<file path="config.mk">
export PLATFORM = sky130hd
export DESIGN_NAME = pdl_delay_line
export DESIGN_NICKNAME = d
export VERILOG_FILES = /design/src/rtl/dl_pkg.sv /design/src/rtl/dl_shift_trigger.sv /design/src/rtl/dl_stage_chain.sv /design/src/rtl/dl_tap_select.sv /design/src/rtl/pdl_delay_line.sv
export SDC_FILE = /design/constraint.sdc
export NUM_CORES = 1
export LEC_CHECK = 0
export BUFFER_PORTS_ARGS = -buffer_cell sky130_fd_sc_hd__buf_2
export CAP_MARGIN = 20
export CORE_MARGIN = 2
export CORE_UTILIZATION = 50
export CTS_BUF_LIST = sky130_fd_sc_hd__clkbuf_8
export CTS_CLUSTER_SIZE = 40
export DETAILED_ROUTE_END_ITERATION = 6
export PLACE_DENSITY_LB_ADDON = 0.2
export SYNTH_ARGS = -nofsm -noshare
export SYNTH_HDL_FRONTEND = slang
export SYNTH_SLANG_ARGS = --single-unit
</file>
<file path="constraint.sdc">
create_clock -name clk -period 2.4 [get_ports clk]
set_input_delay 0.24 -clock clk [delete_from_list [all_inputs] [get_ports clk]]
set_output_delay 0.24 -clock clk [all_outputs]
set_load 0.01 [all_outputs]
</file>
<file path="src/rtl/dl_pkg.sv">
package dl_pkg;

  // Registered view of the two shift control inputs.
  typedef struct packed {
    logic sclk;
    logic en_n;
  } ctl_sample_t;

  // Rising shift clock while enabled.
  function automatic logic rise_trigger(input ctl_sample_t cur, input ctl_sample_t prev);
    return cur.sclk & ~prev.sclk & ~cur.en_n;
  endfunction

  // Enable falling while shift clock is high.
  function automatic logic fall_trigger(input ctl_sample_t cur, input ctl_sample_t prev);
    return ~cur.en_n & prev.en_n & cur.sclk;
  endfunction

  // Length code k selects stage k (length k+1).
  function automatic int unsigned tap_index(input int unsigned code);
    return code;
  endfunction

endpackage

</file>
<file path="src/rtl/dl_shift_trigger.sv">
module dl_shift_trigger
  import dl_pkg::*;
(
  input  logic clk,
  input  logic rst_n,
  input  logic shift_clk,
  input  logic shift_en_n,
  output logic shift_pulse
);

  ctl_sample_t cur_q, prev_q;
  logic        arm0_q, armed_q;
  logic        rise_evt, fall_evt;

  always_ff @(posedge clk or negedge rst_n) begin
    if (!rst_n) begin
      cur_q   <= '0;
      prev_q  <= '0;
      arm0_q  <= 1'b0;
      armed_q <= 1'b0;
    end else begin
      cur_q.sclk <= shift_clk;
      cur_q.en_n <= shift_en_n;
      prev_q     <= cur_q;
      arm0_q     <= 1'b1;
      armed_q    <= arm0_q;
    end
  end

  assign rise_evt    = armed_q & rise_trigger(cur_q, prev_q);
  assign fall_evt    = armed_q & fall_trigger(cur_q, prev_q);
  assign shift_pulse = rise_evt | fall_evt;

  // trigger conditions cannot recur on the next cycle
  p_no_back_to_back_r6: assert property (@(posedge clk) disable iff (!rst_n)
    shift_pulse |=> !shift_pulse);

  // first sample after reset release never triggers
  p_quiet_after_release_r9: assert property (@(posedge clk) disable iff (!rst_n)
    $rose(arm0_q) |-> !shift_pulse);

endmodule

</file>
<file path="src/rtl/dl_stage_chain.sv">
module dl_stage_chain #(
  parameter int unsigned DEPTH = 64
) (
  input  logic             clk,
  input  logic             rst_n,
  input  logic             shift,
  input  logic             din,
  output logic [DEPTH-1:0] stages
);

  always_ff @(posedge clk or negedge rst_n) begin
    if (!rst_n)     stages <= '0;
    else if (shift) stages <= {stages[DEPTH-2:0], din};
  end

  // selected serial bit lands in stage 0
  p_shift_in_r2: assert property (@(posedge clk) disable iff (!rst_n)
    shift |=> stages[0] == $past(din));

  // every stage advances by one
  p_advance_r1: assert property (@(posedge clk) disable iff (!rst_n)
    shift |=> stages[DEPTH-1:1] == $past(stages[DEPTH-2:0]));

  // no trigger, no change
  p_hold_r4: assert property (@(posedge clk) disable iff (!rst_n)
    !shift |=> $stable(stages));

endmodule

</file>
<file path="src/rtl/dl_tap_select.sv">
module dl_tap_select
  import dl_pkg::*;
#(
  parameter int unsigned DEPTH = 64,
  localparam int unsigned LEN_W = $clog2(DEPTH)
) (
  input  logic [DEPTH-1:0] stages,
  input  logic [LEN_W-1:0] len_code,
  output logic             tap
);

  always_comb begin
    tap = 1'b0;
    for (int unsigned i = 0; i < DEPTH; i++) begin
      if (tap_index(32'(len_code)) == i) tap = stages[i];
    end
  end

endmodule

</file>
<file path="src/rtl/pdl_delay_line.sv">
module pdl_delay_line #(
  parameter int unsigned MAX_STAGES = 64,
  localparam int unsigned LEN_W = $clog2(MAX_STAGES)
) (
  input  logic             clk,
  input  logic             rst_n,
  input  logic             shift_clk,
  input  logic             shift_en_n,
  input  logic             src_sel,
  input  logic             din_a,
  input  logic             din_b,
  input  logic [LEN_W-1:0] len_code,
  output logic             dout,
  output logic             dout_n
);

  logic                  shift_pulse;
  logic                  serial_in;
  logic [MAX_STAGES-1:0] stages;
  logic                  tap;

  assign serial_in = src_sel ? din_b : din_a;

  dl_shift_trigger u_trig (
    .clk        (clk),
    .rst_n      (rst_n),
    .shift_clk  (shift_clk),
    .shift_en_n (shift_en_n),
    .shift_pulse(shift_pulse)
  );

  dl_stage_chain #(.DEPTH(MAX_STAGES)) u_chain (
    .clk   (clk),
    .rst_n (rst_n),
    .shift (shift_pulse),
    .din   (serial_in),
    .stages(stages)
  );

  dl_tap_select #(.DEPTH(MAX_STAGES)) u_tap (
    .stages  (stages),
    .len_code(len_code),
    .tap     (tap)
  );

  assign dout   = tap;
  assign dout_n = ~tap;

  // without a shift or a code change the output holds
  p_quiet_r10: assert property (@(posedge clk) disable iff (!rst_n)
    (!shift_pulse && $stable(len_code)) |=> ($stable(dout) || !$stable(len_code)));

  // in recirculation the output feeds stage 0 on a shift
  p_recirc_r3: assert property (@(posedge clk) disable iff (!rst_n)
    (shift_pulse && src_sel && (din_b == dout)) |=> stages[0] == $past(dout));

endmodule

</file>
## Word-level counts from Yosys, hierarchy flattened

Index checks and enable logic that the tools add are counted.

- Register bits: 70
- Bits in latches: 0
- RAM bits: 0
- Memory bits (read-only): 0
- Input port bits: 13
- Output and inout port bits: 2
- Memories kept: 0

- Add/sub/neg operators: 0
- Multipliers: 0
- Divide/modulo/power cells: 0
- Magnitude comparators: 0
- Equality and inequality tests: 63
- Shift operators: 0
- Multiplexer cells: 65
- Bitwise operators: 10
- Reduce and logical (&&, ||, !) cells: 1

Operators with widths:

| cell | number |
|---|---|
| $eq 6x6->1 const B | 32 |
| $eq 6x5->1 const B | 16 |
| $mux 1 | 65 |
| $eq 6x4->1 const B | 8 |
| $eq 6x3->1 const B | 4 |
| $eq 6x2->1 const B | 2 |
| $and 1x1->1 | 6 |
| $eq 6x1->1 const B | 1 |
| $logic_not 6->1 | 1 |
| $not 1->1 | 3 |
| $or 1x1->1 | 1 |

## Longest topological paths before layout

Gate-level depths: netlist of run 1.

- Depth in word-level cells: 66
- Depth in mapped cells: 9

## Hierarchy

A second synthesis of run 1 with hierarchy kept.

- Cells, all modules: 309
- Area, all modules: 4078.9 µm²

Modules (own cells, without submodules):

| module | instances | cells an instance | area an instance (µm²) | sequential area each (µm²) |
|---|---|---|---|---|
| dl_stage_chain | 1 | 135 | 2678.8 | 1601.5 |
| dl_tap_select | 1 | 162 | 1199.9 | 0.0 |
| dl_shift_trigger | 1 | 10 | 181.4 | 150.1 |
| pdl_delay_line | 1 | 2 | 18.8 | 0.0 |

## Worst setup path after synthesis of run 1

OpenSTA, ideal clock, no wires.

- Kind: input port to output port
- Start point: input len_code[3]
- End point: output dout_n
- Data arrival time: 1.727 ns
- Path slack: 0.433 ns
- Cell stages on the path: 6
- Buffers on the path: 2
- Cell sequence: buf_2 > buf_2 > mux2_1 > a221oi_1 > nand3_1 > a311oi_1

- Longest elaborated chain between the ends: 66
- Elaborated cells on any way between the ends: 129
- Those cells by class: eq/ne: 63; mux: 64; bitwise: 1; reduce/logical: 1

Ends and longest elaborated chain:

| element | line | text |
|---|---|---|
| start, declared | pdl_delay_line.sv:12 | `input logic [LEN_W-1:0] len_code,` |
| $logic_not 6->1 | dl_tap_select.sv:15 | `if (tap_index(32'(len_code)) == i) tap = stages[i];` |
| $mux 1 (63 in series) | dl_tap_select.sv:15 |  |
| $mux 1 (*) | dl_tap_select.sv:15 |  |
| $not 1->1 (*) | pdl_delay_line.sv:47 | `assign dout_n = ~tap;` |
| end, declared | pdl_delay_line.sv:14 | `output logic dout_n` |

Every way passes the cells marked *; elsewhere a longest branch is shown, timed or not.

## Worst setup path after layout of run 1

- Start point: register u_chain.stages[8]
- End point: output dout

- Longest elaborated chain between the ends: 56

Ends and longest elaborated chain:

| element | line | text |
|---|---|---|
| start, declared | dl_stage_chain.sv:8 | `output logic [DEPTH-1:0] stages` |
| start signal, assigned | dl_stage_chain.sv:13 | `else if (shift) stages <= {stages[DEPTH-2:0], din};` |
| $mux 1 (56 in series) | dl_tap_select.sv:15 |  |
| end, declared | pdl_delay_line.sv:13 | `output logic dout,` |

Every way passes these cells.

==> qor.csv, run 1 <==
stage;metric;value;unit
sta;Period Utilization, post-route;98.94;%
yosys;Synth Warn #;0;
sta;Final setup viols;0;
sta;RSZ-0062 raised after global routing;yes;
route;final WL;6445;µm
setup_path;R2R cell count;4;
yosys;Synth area leaders;dfrtp_1 (52%), mux2_2 (21%), mux2i_1 (2.7%);
setup_path;delay-heaviest family, CP;simple AND/OR/NAND/NOR gates;
placement;placer congestion estimate;0.8578;
cts;Root Buffer;clkbuf_8;
floorplanning;Die Wd;86.17;µm
setup_path;worst-path cell with the longest stage delay;or3b_4;
global_routing;initial antenna violation count;0;
sta;Worst Setup Slack, final;0.02537;ns
placement;dpl hpwl;4350;µm
global_routing;gr usage total;19.25;%
setup_path;Worst Path Required;2.16;ns
route;DRC;0;
cells_and_area;NumNets Final;302;
floorplanning;Die Outline Area;7424;µm²
setup_path;worst-path cell chain;or3b_1, a21oi_2, a311oi_2, or3b_4, a31oi_4, a311o_1, buf_2;
cells_and_area;Layout area overhead;13.71;%
global_routing;largest net degree at the start of global routing;67;
setup_path;Worst Path Arrival;2.13;ns
run;max-cap violations;0;
cts;CTS sink cnt;70;
global_routing;global-route wire length before repair;10960;µm
route;Pre-Repair DR Iteration Count;4;
placement;input/output buffers;14;
route;met3 WL;264;µm
yosys;ys flop type;dfrtp_1;
cts;# H-tree levels;3;
global_routing;GRT overflow;0;
sta;min Tclk post-route;2.375;ns
placement;DP Worst Slack;0.07410;ns
cells_and_area;fin util;59.77;%
floorplanning;Std-Cell Rows;29;
cts;clk slew on worst S/H paths;0.08;ns
sta;final hold vios;0;
floorplanning;# IOs;15;
setup_path;crit path max fanout;2;
setup_path;crit path launch;u_chain.stages[8];
sta;final hold slack;0.1823;ns
yosys;Post-Syn Instances;268;
sta;fin. max-slew vios;0;
yosys;synthesized cell area;3376;µm²
setup_path;FF-to-FF setup slack;0.82;ns
cts;clock latency on the worst-skew pair;0.35;ns
yosys;FF+latch count, synth;70;
worst_hold_path;hold path cells;3;
cells_and_area;# diodes;0;
route;top sig layer;met4;
floorplanning;Die Ht;86.17;µm
yosys;syn avg cell area;12.60;µm²
power;static leakage;1.766;nW
setup_path;CP endpoint kind;primary output;
sta;Setup TNS Final;0;ns
route;via count;2206;
worst_hold_path;HP Class;in2reg;
global_routing;vias in the first global route;2235;
setup_path;buffers plus inverters on the worst setup path;1;
yosys;post-synthesis sequential area ratio;51.89;%
cells_and_area;share of cells above drive strength 1;41.50;%
cts;CTS tree;built;
setup_path;Worst path max stage delay;0.40;ns
cts;CTS Buffer Depth;2;
setup_path;critical path depth;7;
floorplanning;Initial Util;52.56;%
yosys;Netlist cell types;52;
sta;Setup Skew;0.008898;ns
setup_path;critical path class;reg2out;
route;antenna-violating nets left;0;
setup_path;reg-to-reg critical path endpoint;u_chain.stages[55];
yosys;most area-hungry cell type in the Yosys netlist;dfrtp_1;
route;wire length on met1;3086;µm
power;Peak VDD IR;0.3614;mV
route;Iter 0 DRT Violations;107;
route;DR vias/cell;5.946;
sta;worst-margin pin slew;0.5823;ns
yosys;Post-synth EDFFs;0;
route;Routed wire per std cell;17.37;µm
setup_path;Critical Path Source Type;register;
yosys;syn_nets;281;
yosys;Synth top area share;51.89;%
sta;Highest Clock Rate;421.1;MHz
yosys;Post-synth ARST share;100.0;%
sta;Slew HR;61.18;%
setup_path;crit path capture;dout;
cts;Num CTS Buffers;9;
setup_path;R2R Path Start;u_trig.prev_q[1];
floorplanning;Core Region;6422;µm²
route;WL met2;2970;µm
power;power per cell area;660.8;nW/µm²
run_status;outcome;finished clean;
## synth_stat cells (6+ instances only)
cell type	n
buf_2	7
mux2i_1	9
dfrtp_1	70
o21ai_0	9
mux2_2	63
nor2_1	6
nand3_1	6
nor3_1	6
nand2_1	10
## sequential cells by signal, summed over array words and instances, names as in the netlist
name / cells
u_chain.stages: 64
u_trig.cur_q: 2
u_trig.prev_q: 2
u_trig.armed_q: 1
u_trig.arm0_q: 1
## worst min-delay path: cells and delay by family
family | cells | cell delay (ns)
muxes | 1 | 0.05
AOI/OAI and AO/OA | 1 | 0.13
buffers and inverters | 1 | 0.07
## layout make-up
| type | instances | area, µm² |
|---|---|---|
| fillers | 516 | 2584 |
| flip-flops and latches | 70 | 1752 |
| multi-input cells | 176 | 1554 |
| repair buffers | 28 | 214.0 |
| clock buffers | 10 | 137.6 |
| well taps | 77 | 96.34 |
| clock inverters | 6 | 70.07 |
| inverters | 4 | 15.01 |
## routing by layer
layer	vias up	track usage, %
met5	-	0
met4	0	10.53
met3	12	3.946
met2	36	28.19
met1	1101	26.83
li1	1057	-
## power breakdown
group / internal, mW / leakage [nW] / switching [mW]
Clock: 0.513 / 0.0951 / 0.459
Combinational: 0.131 / 0.723 / 0.146
Sequential: 1.24 / 0.948 / 0.0439
Total: 1.89 / 1.77 / 0.650
## metrics by stage
stage          instances  area, µm²  power, mW
2_1_floorplan        268       3376      1.476
3_3_place_gp         348       3511      1.558
3_5_place_dp         348       3511      1.564
4_1_cts              368       3760      2.551
5_1_grt              371       3839      2.647
6_report             371       3839      2.537
## placed cells by master, fill, tap and decap left out, drive strengths merged, types with 2 or more instances in the layout
cell type | Yosys | layout
mux2 | 65 | 65
a32oi | 4 | 4
a22o | 2 | 2
and2b | 2 | 2
nand3 | 6 | 6
a311oi | 4 | 4
clkbuf | 4 | 11
nor3 | 6 | 6
nand2 | 11 | 11
nor2 | 6 | 6
o211ai | 3 | 3
a221oi | 3 | 3
nor4b | 2 | 2
dlygate4sd3 | 0 | 3
a22oi | 4 | 4
o21ai | 12 | 12
and3 | 2 | 2
a2111o | 2 | 2
a21oi | 4 | 4
inv | 4 | 5
a31oi | 4 | 4
nor2b | 4 | 4
mux2i | 9 | 9
clkinvlp | 0 | 3
or3b | 2 | 2
dfrtp | 70 | 70
buf | 14 | 24
nand3b | 2 | 2
nor4 | 2 | 2
## logic make-up (layout without fill, tap and decap cells)
kind of cell,after synthesis,in the layout,share of synthesized area (%)
multiplexers,74,74,24.35
flip-flops,70,70,51.89
AO/OA/AOI/OAI,51,51,11.38
AND/OR/NAND/NOR,50,50,8.451
buffers and inverters,22,48,3.818
other,1,1,0.1111
## how the worst min path moves through the flow
stage	startpoint	endpoint
floorplan	rst_n	u_chain.stages[0]
global placement	rst_n	u_trig.prev_q[1]
detailed placement	rst_n	u_trig.prev_q[1]
CTS	din_a	u_chain.stages[0]
global route	din_b	u_chain.stages[0]
finish	din_a	u_chain.stages[0]
## repair_timing
item | in CTS | in global routing
endpoints found under the setup margin | 2 | 2
buffers inserted | 1 | 3
pin swaps | 2 | 4
gates resized for setup | 1 | 15
hold buffers | 3 | 0
endpoints found under the hold margin | 26 | 0
(Power assumes the default switching activity.)
==> inputs of run 2 (changes only) <==
--- a/config.mk
+++ b/config.mk
@@ -8,11 +8,12 @@
 export BUFFER_PORTS_ARGS = -buffer_cell sky130_fd_sc_hd__buf_2
 export CAP_MARGIN = 20
 export CORE_MARGIN = 2
-export CORE_UTILIZATION = 50
+export CORE_UTILIZATION = 44
 export CTS_BUF_LIST = sky130_fd_sc_hd__clkbuf_8
 export CTS_CLUSTER_SIZE = 40
 export DETAILED_ROUTE_END_ITERATION = 6
-export PLACE_DENSITY_LB_ADDON = 0.2
+export PLACE_DENSITY = 0.59
+export SLEW_MARGIN = 25
 export SYNTH_ARGS = -nofsm -noshare
 export SYNTH_HDL_FRONTEND = slang
 export SYNTH_SLANG_ARGS = --single-unit
==> run 2 against run 1 <==
  * Register-to-register slack is essentially flat
  * Via count grew 0.36%
  * Sequential cell count is the same
  * Count of clock-buffer cells in the layout shrank 1
  * Largest cell class unchanged
  * Hold slack gained 0.0099 ns
  * Core utilization shrank 7.3 points
  * Die area grew 13%
  * Non-clock buffer count grew 2
==> qor.csv, run 2 (same netlist as run 1, synthesis figures left out) <==
stage;metric;value;unit;change
floorplanning;Std-Cell Rows;31;;+6.9%
setup_path;Critical Path Source Type;register;;
global_routing;initial antenna violation count;0;;unchanged
route;Iter 0 DRT Violations;154;;+44%
cts;clk slew on worst S/H paths;0.08;ns;about the same
cells_and_area;Largest register FFs;64;;unchanged
power;Peak VDD IR;0.3278;mV;-9.3%
setup_path;R2R Path Start;u_trig.prev_q[1];;
cells_and_area;largest register by flop count;u_chain.stages;;
cts;Root Buffer;clkbuf_8;;
cells_and_area;commonest non-fill, non-tap cell in the layout;dfrtp_1;;
sta;Final setup viols;0;;unchanged
sta;RSZ-0062 raised after global routing;yes;;
floorplanning;Initial Util;46.05;%;-6.5 points
placement;dpl hpwl;4513;µm;+3.7%
global_routing;M2 GR Usage;24.69;%;-3.5 points
cts;clock latency on the worst-skew pair;0.34;ns;about the same
run;max-cap violations;0;;unchanged
run_status;outcome;finished clean;;
route;antenna-violating nets left;0;;unchanged
sta;final hold slack;0.1922;ns;+0.009905 ns
worst_hold_path;HP Class;in2reg;;
global_routing;met1 usage;24.56;%;-2.3 points
sta;Setup TNS Final;0;ns;unchanged
floorplanning;Core Region;7331;µm²;+14%
global_routing;vias in the first global route;2158;;-3.4%
power;power per cell area;674.9;nW/µm²;+2.1%
floorplanning;Die Outline Area;8389;µm²;+13%
worst_hold_path;hold path cells;3;;unchanged
cts;CTS sink cnt;70;;unchanged
sta;fin. max-slew vios;0;;unchanged
cells_and_area;top flop regs;u_chain.stages x64, u_trig.cur_q x2, u_trig.prev_q x2;;
route;Pre-Repair DR Iteration Count;4;;unchanged
sta;Setup Skew;0.007581;ns;-0.001318 ns
cts;# H-tree levels;3;;unchanged
floorplanning;# IOs;15;;unchanged
sta;Period Utilization, post-route;99.49;%;+0.54 points
global_routing;global-route wire length before repair;11230;µm;+2.5%
floorplanning;Die Ht;91.59;µm;+6.3%
route;DR vias/cell;5.605;;-5.7%
sta;final hold vios;0;;unchanged
placement;input/output buffers;14;;unchanged
cells_and_area;most frequent cells in the layout;dfrtp_1 (70), mux2_2 (63), buf_2 (13), buf_4 (12), nand2_1 (10);;
setup_path;R2R cell count;4;;unchanged
cts;Num CTS Buffers;9;;unchanged
cells_and_area;NumNets Final;304;;+0.66%
global_routing;gr usage total;17.06;%;-2.2 points
global_routing;busiest layer in global routing;met2;;
setup_path;Worst Path Required;2.16;ns;about the same
setup_path;reg-to-reg critical path endpoint;u_chain.stages[57];;
cts;CTS tree;built;;
setup_path;CP endpoint kind;primary output;;
global_routing;GRT overflow;0;;unchanged
global_routing;largest net degree at the start of global routing;67;;unchanged
route;Routed wire per std cell;16.94;µm;-2.5%
route;DRC;0;;unchanged
route;via count;2214;;+0.36%
setup_path;FF-to-FF setup slack;0.82;ns;about the same
cells_and_area;Layout area overhead;13.97;%;
worst_hold_path;hold path start;din_a;;
worst_hold_path;hold path endpoint;u_chain.stages[0];;
setup_path;critical path class;reg2out;;
cts;CTS Buffer Depth;2;;unchanged
global_routing;met3 usage;4.564;%;+0.62 points
route;final WL;6693;µm;+3.8%
placement;placer congestion estimate;0.8537;;-0.48%
cells_and_area;# diodes;0;;unchanged
sta;Highest Clock Rate;418.8;MHz;-0.55%
setup_path;crit path max fanout;3;;+1
floorplanning;Die Wd;91.59;µm;+6.3%
setup_path;Worst Path Arrival;2.15;ns;+0.02 ns
cells_and_area;fin util;52.48;%;-7.3 points
sta;min Tclk post-route;2.388;ns;+0.01305 ns
power;static leakage;1.778;nW;+0.64%
cells_and_area;share of cells above drive strength 1;40.20;%;-1.3 points
-- run 2: worst max path at each step --
stage	start	end	slack, ns	cells past startpoint
4_1_cts	u_chain.stages[48]	dout_n	0.004	7
3_3_place_gp	len_code[1]	dout_n	0.09	9
5_1_grt	u_chain.stages[8]	dout	-0.09	7
2_1_floorplan	len_code[3]	dout_n	0.43	6
3_5_place_dp	len_code[1]	dout_n	0.04	9
6_report	u_chain.stages[8]	dout	0.01	7
-- run 2: final cells by class --
class | count | area [µm²]
fillers | 638 | 3483
flip-flops and latches | 70 | 1752
well taps | 99 | 123.9
clock buffers | 9 | 123.9
repair buffers | 30 | 212.7
multi-input cells | 176 | 1523
clock inverters | 7 | 97.59
inverters | 4 | 15.01
-- run 2: what timing repair did --
| action | CTS | global route |
|---|---|---|
| hold endpoints to repair | 72 | 0 |
| setup endpoints to repair | 2 | 2 |
| pin swaps | 3 | 0 |
| resized for setup | 0 | 7 |
| hold buffers | 3 | 0 |
| setup buffers | 4 | 0 |
-- run 2: metal layers --
layer  vias to the layer above  part of all wire (%)
met5                         -                     0
met4                         0                   1.2
met3                         6                   3.9
met2                        38                    46
met1                      1114                    49
li1                       1056                     -
-- run 2: through the flow --
stage	std cells	total power, mW	area [µm²]	setup slack, ns
finish	395	2.597	3847	0.01232
global route	395	2.722	3847	-0.09303
CTS	395	2.618	3822	0.003641
detailed placement	372	1.565	3541	0.03659
global placement	372	1.560	3541	0.09366
floorplan	268	1.476	3376	0.4333
-- run 2: power by group --
group	switching [mW]	internal (mW)	leakage (nW)	total, mW
Sequential	0.0429	1.24	0.948	1.29
Clock	0.461	0.588	0.106	1.05
Combinational	0.142	0.120	0.724	0.262
Total	0.645	1.95	1.78	2.60
-- run 2: worst max-delay path, cell delays in order (launching register included) --
cell and delay (ns):
dfrtp_1 0.36, or3b_4 0.38, a21oi_2 0.15, a311oi_2 0.07, or3b_1 0.39, a31oi_2 0.17, a311o_1 0.15, buf_2 0.13
==> inputs of run 3 (changes only) <==
--- a/config.mk
+++ b/config.mk
@@ -12,7 +12,7 @@
 export CTS_BUF_LIST = sky130_fd_sc_hd__clkbuf_8
 export CTS_CLUSTER_SIZE = 40
 export DETAILED_ROUTE_END_ITERATION = 6
-export PLACE_DENSITY = 0.59
+export PLACE_DENSITY_LB_ADDON = 0.15
 export SLEW_MARGIN = 25
 export SYNTH_ARGS = -nofsm -noshare
 export SYNTH_HDL_FRONTEND = slang
==> run 3 against run 2 <==
  * Clock power shrank 10%
  * Register-to-register slack is essentially flat
  * Sequential cell count is the same
  * Count of clock-buffer cells in the layout is the same
  * Critical endpoint unchanged
  * Largest power group unchanged
  * Highest routed layer unchanged
==> qor.csv, run 3 (same netlist as run 1, synthesis figures left out) <==
stage;metric;value;unit;change
run_status;outcome;finished clean;;
cts;Root Buffer;clkbuf_8;;
route;DRC;0;;unchanged
sta;Period Utilization, post-route;96.31;%;-3.2 points
cts;CTS sink cnt;70;;unchanged
setup_path;reg-to-reg critical path endpoint;u_chain.stages[35];;
global_routing;vias in the first global route;2218;;+2.8%
sta;min Tclk post-route;2.311;ns;-0.07629 ns
cells_and_area;largest register by flop count;u_chain.stages;;
sta;Setup Skew;0.009970;ns;+0.002390 ns
cells_and_area;Layout area overhead;12.42;%;
route;final WL;6607;µm;-1.3%
route;Iter 0 DRT Violations;118;;-23%
sta;final hold vios;0;;unchanged
floorplanning;Die Ht;91.59;µm;unchanged
route;DR vias/cell;5.557;;-0.85%
floorplanning;# IOs;15;;unchanged
sta;Setup TNS Final;0;ns;unchanged
cts;# H-tree levels;3;;unchanged
power;static leakage;1.753;nW;-1.4%
global_routing;global-route wire length before repair;11290;µm;+0.49%
cells_and_area;share of cells above drive strength 1;38.44;%;-1.8 points
cells_and_area;top flop regs;u_chain.stages x64, u_trig.cur_q x2, u_trig.prev_q x2;;
setup_path;R2R cell count;4;;unchanged
setup_path;crit path launch;u_chain.stages[8];;
run;max-cap violations;0;;unchanged
sta;fin. max-slew vios;0;;unchanged
setup_path;Critical Path Source Type;register;;
setup_path;crit path max fanout;2;;-1
cells_and_area;NumNets Final;302;;-0.66%
route;antenna-violating nets left;0;;unchanged
sta;final hold slack;0.2043;ns;+0.01210 ns
setup_path;crit path capture;dout;;
cts;Num CTS Buffers;9;;unchanged
setup_path;CP endpoint kind;primary output;;
setup_path;critical path class;reg2out;;
power;power per cell area;657.0;nW/µm²;-2.7%
setup_path;Worst Path Required;2.16;ns;about the same
worst_hold_path;HP Class;in2reg;;
cells_and_area;Largest register FFs;64;;unchanged
route;via count;2184;;-1.4%
cts;CTS tree;built;;
sta;Final setup viols;0;;unchanged
power;Peak VDD IR;0.3659;mV;+12%
global_routing;gr usage total;17.04;%;-0.020 points
sta;Highest Clock Rate;432.6;MHz;+3.3%
placement;dpl hpwl;4438;µm;-1.7%
cells_and_area;# diodes;0;;unchanged
cells_and_area;most frequent cells in the layout;dfrtp_1 (70), mux2_2 (63), buf_2 (14), nand2_1 (10), buf_4 (10);;
floorplanning;Initial Util;46.05;%;unchanged
setup_path;Worst Path Arrival;2.07;ns;-0.08 ns
setup_path;FF-to-FF setup slack;0.82;ns;about the same
floorplanning;Std-Cell Rows;31;;unchanged
sta;RSZ-0062 raised after global routing;yes;;
global_routing;GRT overflow;0;;unchanged
floorplanning;Core Region;7331;µm²;unchanged
placement;input/output buffers;14;;unchanged
placement;placer congestion estimate;0.8363;;-2.0%
floorplanning;Die Wd;91.59;µm;unchanged
global_routing;initial antenna violation count;0;;unchanged
route;Pre-Repair DR Iteration Count;4;;unchanged
cells_and_area;commonest non-fill, non-tap cell in the layout;dfrtp_1;;
cts;clk slew on worst S/H paths;0.08;ns;about the same
route;Routed wire per std cell;16.81;µm;-0.78%
floorplanning;Die Outline Area;8389;µm²;unchanged
global_routing;largest net degree at the start of global routing;67;;unchanged
setup_path;R2R Path Start;u_trig.prev_q[1];;
cts;clock latency on the worst-skew pair;0.35;ns;about the same
cells_and_area;fin util;51.77;%;-0.72 points
cts;CTS Buffer Depth;2;;unchanged
[run 3: changes by cell type in the layout (fill, tap and decap cells not counted), sizes merged]
| cell | change |
|---|---|
| buf | -1 |
| bufinv | -1 |
| clkbuf | -1 |
| inv | +1 |
[run 3: worst max-delay path, cell delays in order (launching register included)]
cell      delay (ns)
dfrtp_1         0.34
or3b_1          0.36
a21oi_2         0.14
a311oi_1        0.06
or3b_1          0.39
a31oi_2         0.16
a311o_1         0.14
buf_2           0.13
[run 3: worst min path at each step]
stage / end / depth (start not counted) / startpoint / slack [ns]
finish: u_chain.stages[0] / 3 / din_a / 0.20
global route: u_chain.stages[0] / 3 / din_a / 0.21
CTS: u_chain.stages[0] / 3 / din_a / 0.20
detailed placement: u_trig.prev_q[1] / 1 / rst_n / 0.14
global placement: u_trig.prev_q[0] / 1 / rst_n / 0.14
floorplan: u_chain.stages[0] / 0 / rst_n / -0.06
[run 3: routing by layer]
layer / vias up / GRT usage (%) / share of wire (%)
li1: 1051 / - / -
met1: 1086 / 24.27 / 51
met2: 33 / 24.82 / 44
met3: 14 / 3.402 / 2.8
met4: 0 / 8.207 / 2.6
met5: - / 0 / 0
[run 3: through the flow]
step,instances,setup slack [ns],cell area (µm²),power (mW)
after floorplan,268,0.4333,3376,1.476
after global placement,373,0.1489,3548,1.565
after detailed placement,373,0.1556,3548,1.567
after CTS,392,0.004317,3781,2.520
after global routing,393,-0.04166,3795,2.615
final,393,0.08861,3795,2.493
[run 3: timing repair]
item                                   CTS  global route
setup endpoints to repair                1             2
endpoints found under the hold margin   14             0
hold buffers                             3             0
setup buffers                            0             1
pin swaps                                0             1
resized for setup                        1             2
[run 3: layout make-up]
cell class	instances	area, µm²
flip-flops and latches	70	1752
clock buffers	9	123.9
multi-input cells	176	1510
repair buffers	28	195.2
clock inverters	7	75.07
inverters	4	15.01
well taps	99	123.9
fillers	665	3536
[run 3: power by group]
| part | switching (mW) | total [mW] | internal [mW] |
|---|---|---|---|
| combinational | 0.140 | 0.263 | 0.123 |
| sequential | 0.0423 | 1.29 | 1.24 |
| clock | 0.462 | 0.944 | 0.483 |
| total | 0.644 | 2.49 | 1.85 |
